--- src/rtl/prn_irq_port.sv ---
module prn_irq_port #(
  parameter int AW = 8,
  parameter int DW = 16,
  parameter int DATA_ADDR = 56,
  parameter int STAT_ADDR = 58,
  parameter int CTRL_ADDR = 60,
  parameter logic [7:0] CTRL_RST = 8'h07
) (
  input  logic          clk,
  input  logic          rst_n,
  input  logic [AW-1:0] io_addr,
  input  logic          io_wr,
  input  logic          io_rd,
  input  logic [DW-1:0] io_wdata,
  output logic [DW-1:0] io_rdata,
  input  logic          iack,
  output logic          irq,
  output logic [7:0]    prn_data,
  output logic          prn_data_oe,
  output logic          prn_strobe_n,
  output logic          prn_autofd_n,
  output logic          prn_init_n,
  output logic          prn_selin_n,
  input  logic          prn_ack_n,
  input  logic          prn_busy
);
  localparam logic [AW-1:0] A_DATA = AW'(DATA_ADDR);
  localparam logic [AW-1:0] A_STAT = AW'(STAT_ADDR);
  localparam logic [AW-1:0] A_CTRL = AW'(CTRL_ADDR);
  localparam int PAD = DW - 8;

  logic [7:0] data_q, ctrl_q;
  logic ack_s1, ack_s2, ack_s3;
  logic busy_s1, busy_s2;
  logic req_q;
  logic ack_fall;

  wire sel_data = io_addr == A_DATA;
  wire sel_stat = io_addr == A_STAT;
  wire sel_ctrl = io_addr == A_CTRL;

  always_ff @(posedge clk or negedge rst_n)
    if (!rst_n) begin
      data_q <= '0;
      ctrl_q <= CTRL_RST;
    end else if (io_wr) begin
      if (sel_data) data_q <= io_wdata[7:0];
      if (sel_ctrl) ctrl_q <= io_wdata[7:0];
    end

  always_ff @(posedge clk or negedge rst_n)
    if (!rst_n) begin
      {ack_s1, ack_s2, ack_s3} <= 3'b111;
      {busy_s1, busy_s2} <= 2'b00;
    end else begin
      {ack_s1, ack_s2, ack_s3} <= {prn_ack_n, ack_s1, ack_s2};
      {busy_s1, busy_s2} <= {prn_busy, busy_s1};
    end

  assign ack_fall = ack_s3 & ~ack_s2;

  always_ff @(posedge clk or negedge rst_n)
    if (!rst_n)                    req_q <= 1'b0;
    else if (iack)                 req_q <= 1'b0;
    else if (ack_fall & ctrl_q[4]) req_q <= 1'b1;

  assign irq = req_q & ~iack;

  assign prn_data     = data_q;
  assign prn_strobe_n = ctrl_q[0];
  assign prn_autofd_n = ctrl_q[1];
  assign prn_init_n   = ctrl_q[2];
  assign prn_selin_n  = ctrl_q[3];
  assign prn_data_oe  = ~ctrl_q[5];

  wire [7:0] stat_byte = {busy_s2, ack_s2, 6'b0};
  wire [7:0] rd_byte = !io_rd   ? 8'h00 :
                       sel_data ? data_q :
                       sel_stat ? stat_byte :
                       sel_ctrl ? ctrl_q : 8'h00;
  assign io_rdata = {{PAD{1'b0}}, rd_byte};

  p_data_hold_r1: assert property (@(posedge clk) disable iff (!rst_n)
    !(io_wr && sel_data) |=> $stable(data_q));

  p_set_needs_en_r7: assert property (@(posedge clk) disable iff (!rst_n)
    $rose(req_q) |-> $past(ctrl_q[4]));

  p_set_on_fall_r8: assert property (@(posedge clk) disable iff (!rst_n)
    $rose(req_q) |-> $past(ack_s3 && !ack_s2));

  p_iack_clears_r6: assert property (@(posedge clk) disable iff (!rst_n)
    iack |=> !req_q);

  p_ctrl_hold_r9: assert property (@(posedge clk) disable iff (!rst_n)
    !(io_wr && sel_ctrl) |=> $stable(ctrl_q));
endmodule

--- config.mk ---
export PLATFORM = sky130hd
export DESIGN_NAME = prn_irq_port
export DESIGN_NICKNAME = d
export VERILOG_FILES = /design/src/rtl/prn_irq_port.sv
export SDC_FILE = /design/constraint.sdc
export NUM_CORES = 1
export LEC_CHECK = 0
export BUFFER_PORTS_ARGS = -buffer_cell sky130_fd_sc_hd__buf_2
export CAP_MARGIN = 20
export CORE_MARGIN = 2
export CORE_UTILIZATION = 46
export CTS_CLUSTER_DIAMETER = 30
export DETAILED_ROUTE_END_ITERATION = 12
export PLACE_DENSITY = 0.92
export SYNTH_ARGS = -nofsm -noshare
export SYNTH_HDL_FRONTEND = slang
export SYNTH_SLANG_ARGS = --single-unit
--- constraint.sdc ---
create_clock -name clk -period 1.6 [get_ports clk]
set_input_delay 0.08 -clock clk [delete_from_list [all_inputs] [get_ports clk]]
set_output_delay 0.08 -clock clk [all_outputs]
set_load 0.01 [all_outputs]
==> flow_metrics.tcl <==
set metrics [dict create \
    first_iter_violations 7 \
    setup_viol 0 \
    ys_warn_count 0 \
    fin_crit_sh 0.906 \
    hold_start "io_wdata[3]" \
    cts_buffer_depth 2 \
    drt_pass1_iterations 4 \
    port_buffers 44 \
    yosysTopAreaCellShare 0.374 \
    setup_slack_ns 0.151 \
    comb_power_share 0.133 \
    clock-sinks 22 \
    fill_cells 200 \
    path_max_fanout 2 \
    met3_length_um 145 \
    num_vias 778 \
    critPathLaunch "ack_s2" \
    diodes 0 \
    place_hpwl_mm 1.55 \
    start_util 0.484 \
    die_w_um 52.3 \
    clk_latency_ns 0.29 \
    r2r_start "ack_s2" \
    p_sw_w 0.000241 \
    wl_mm 2.11 \
    max_cap_viol_count 0 \
    maxSlewViolCount 0 \
    synth_top_area_cell "dfrtp_1" \
    wl_per_cell_um 13.3 \
    clk_pin_slew_worst_paths_ns 0.12 \
    die_y_um 52.3 \
    synth.avg_cell_area_sq_um 13.4 \
    core-area_sq_um 2210 \
    numCtsBuffers 3 \
    tritoncts "yes" \
    place_congestion 0.712 \
    hold_viol_final 0 \
    finClkSkew_ns 0.000192 \
    power.density_nw_per_um2 752 \
    worstPathRequired_ns 1.52 \
    yosysUniqueCellTypes 23 \
    synth_seq_cells 22 \
    clkPwrFrac 0.284 \
    grt-ovfl-total 0 \
    swShare 0.233 \
    hp-class "in2reg" \
    multi_input_area_sq_um 473 \
    outcome "finished clean" \
    io_pins 61 \
    cts_max_level 1 \
    die_area_sq_um 2730 \
    finalSetupTns_ns 0 \
    dp.cells 151 \
    power.internal_w 0.000795 \
    rows 17 \
    syn_to_final_growth_pct 28.6 \
    dr_wl_met2_mm 1.10 \
    critPathLaunchType "flip-flop" \
    grt_max_degree 23 \
    syn-cell-area_sq_um 1070 \
    arrival_ns 1.37 \
    fin_cells 159 \
    grt_pass1_wl_mm 3.21 \
    antenna_found_initial 0 \
    crit_type "reg2out" \
    via_per_inst 4.89 \
    cts_root_buf "clkbuf_4" \
    postCtsSetupRepairBufs 0 \
    ant_nets 0 \
    met1Wirelength_um 855 \
    worstSetupEndpointType "output pin" \
    post-place-ws_ns 0.302 \
    leakage_nw 0.765 \
    synth.area.top_cells "dfrtp_1 (37%), mux2_2 (17%), dfstp_2 (15%)" \
    min_period_ns 1.45 \
    peakVddDrop_v 0.000743 \
    fmax_ghz 0.690 \
    grt_pass1_vias 761 \
    netlist_instances 80 \
    synth.yosys.seq_area_share 0.521 \
    rsz0062_at_grt "false" \
    final_nets 163 \
    grt_usage 0.163 \
    maxUsedRoutingLayer "met4" \
    drive_above_1_share 0.595 \
    seq_area_sq_um 558 \
    route.detailed.drc 0 \
    power_frac_seq 0.583 \
]
## critical path: stages (launching register included)
cell and delay, ns:
dfstp_2 0.55, inv_1 0.04, o21ai_0 0.11, nor4bb_2 0.20, buf_2 0.17
## Yosys cell counts
library cell / n
nor2_1: 9
nand4_4: 1
dfrtp_1: 16
and2b_1: 1
nand3_1: 1
nor2b_1: 1
nor3b_4: 1
nand4b_1: 1
nor4bb_1: 1
conb_1: 1
a31oi_1: 1
buf_2: 1
buf_4: 8
o21ai_0: 1
nand4b_4: 1
inv_1: 2
or4b_2: 1
and4bb_2: 1
mux2_2: 16
nand2b_1: 2
mux2i_1: 6
dfstp_2: 6
a2111oi_2: 1
## power groups by stage
| stage | logic, W | registers (W) | clock network, W |
|---|---|---|---|
| global route | 0.000153 | 0.000607 | 0.000322 |
| floorplan | 0.0000707 | 0.000618 | 0 |
| CTS | 0.000139 | 0.000604 | 0.000302 |
| detailed placement | 0.000131 | 0.000614 | 0 |
| finish | 0.000138 | 0.000604 | 0.000294 |
| global placement | 0.000127 | 0.000612 | 0 |
## worst paths after layout
kind	endpoint	slack (ns)	cells after the start
min reg2reg	ack_s2	0.37	0
min	ctrl_q[3]	0.02	2
min in group asynchronous	ctrl_q[3]	0.28	2
max reg2reg	req_q	0.71	3
max in group asynchronous	ctrl_q[1]	0.97	2
max	io_rdata[6]	0.15	4
## layout make-up
cell class	count	area share
Sequential cell	22	0.405
Multi-Input combinational cell	54	0.343
Clock buffer	4	0.0263
Tap cell	28	0.0254
Timing Repair Buffer	49	0.194
Inverter	2	0.00545
## cells in the final DEF (no fill, tap or decap), drive strengths merged
cell type / count
a2111oi: 1
clkbuf: 4
mux2: 16
nand4b: 2
and2b: 1
conb: 8
dfrtp: 16
or4b: 1
nand4: 1
dlygate4sd3: 4
inv: 2
nand2b: 2
mux2i: 6
nor4bb: 1
a31oi: 1
and4bb: 1
o21ai: 1
nor2b: 1
dfstp: 6
nor3b: 1
nand3: 1
nor2: 9
buf: 45
## state kept, by name, summed over array words and instances, names as in the netlist
register,count
req_q,1
ack_s1,1
ack_s2,1
busy_s2,1
busy_s1,1
ack_s3,1
ctrl_q,8
prn_data,8
## layer usage
metal,GRT usage,vias to the layer above
li1,-,366
met1,0.190,372
met2,0.302,38
met3,0.0229,2
met4,0.0598,0
met5,0,-
## per-stage QoR
stage	power (W)	hold WS, ns	util	instance area [sq um]
after floorplan	0.000689	-0.216	-	1100
after global placement	0.000738	0.0527	0.585	1290
after detailed placement	0.000745	0.0654	0.585	1290
after CTS	0.00104	0.0120	0.620	1370
after global routing	0.00108	0.00935	0.623	1380
final	0.00104	0.0224	0.623	1380
## cells by family after synthesis
logic type	after synthesis	synth area share
mux	22	0.224
flops	22	0.521
simple gates	21	0.159
buf+inv	11	0.0678
compound gates	3	0.0245
other cells	1	0.00350
## timing repair
action,CTS,global route
hold buffers,4,0
setup endpoints to repair,0,1
resized for setup,0,1
hold endpoints to repair,19,0
No activity file was read; power rests on OpenSTA's default activity.
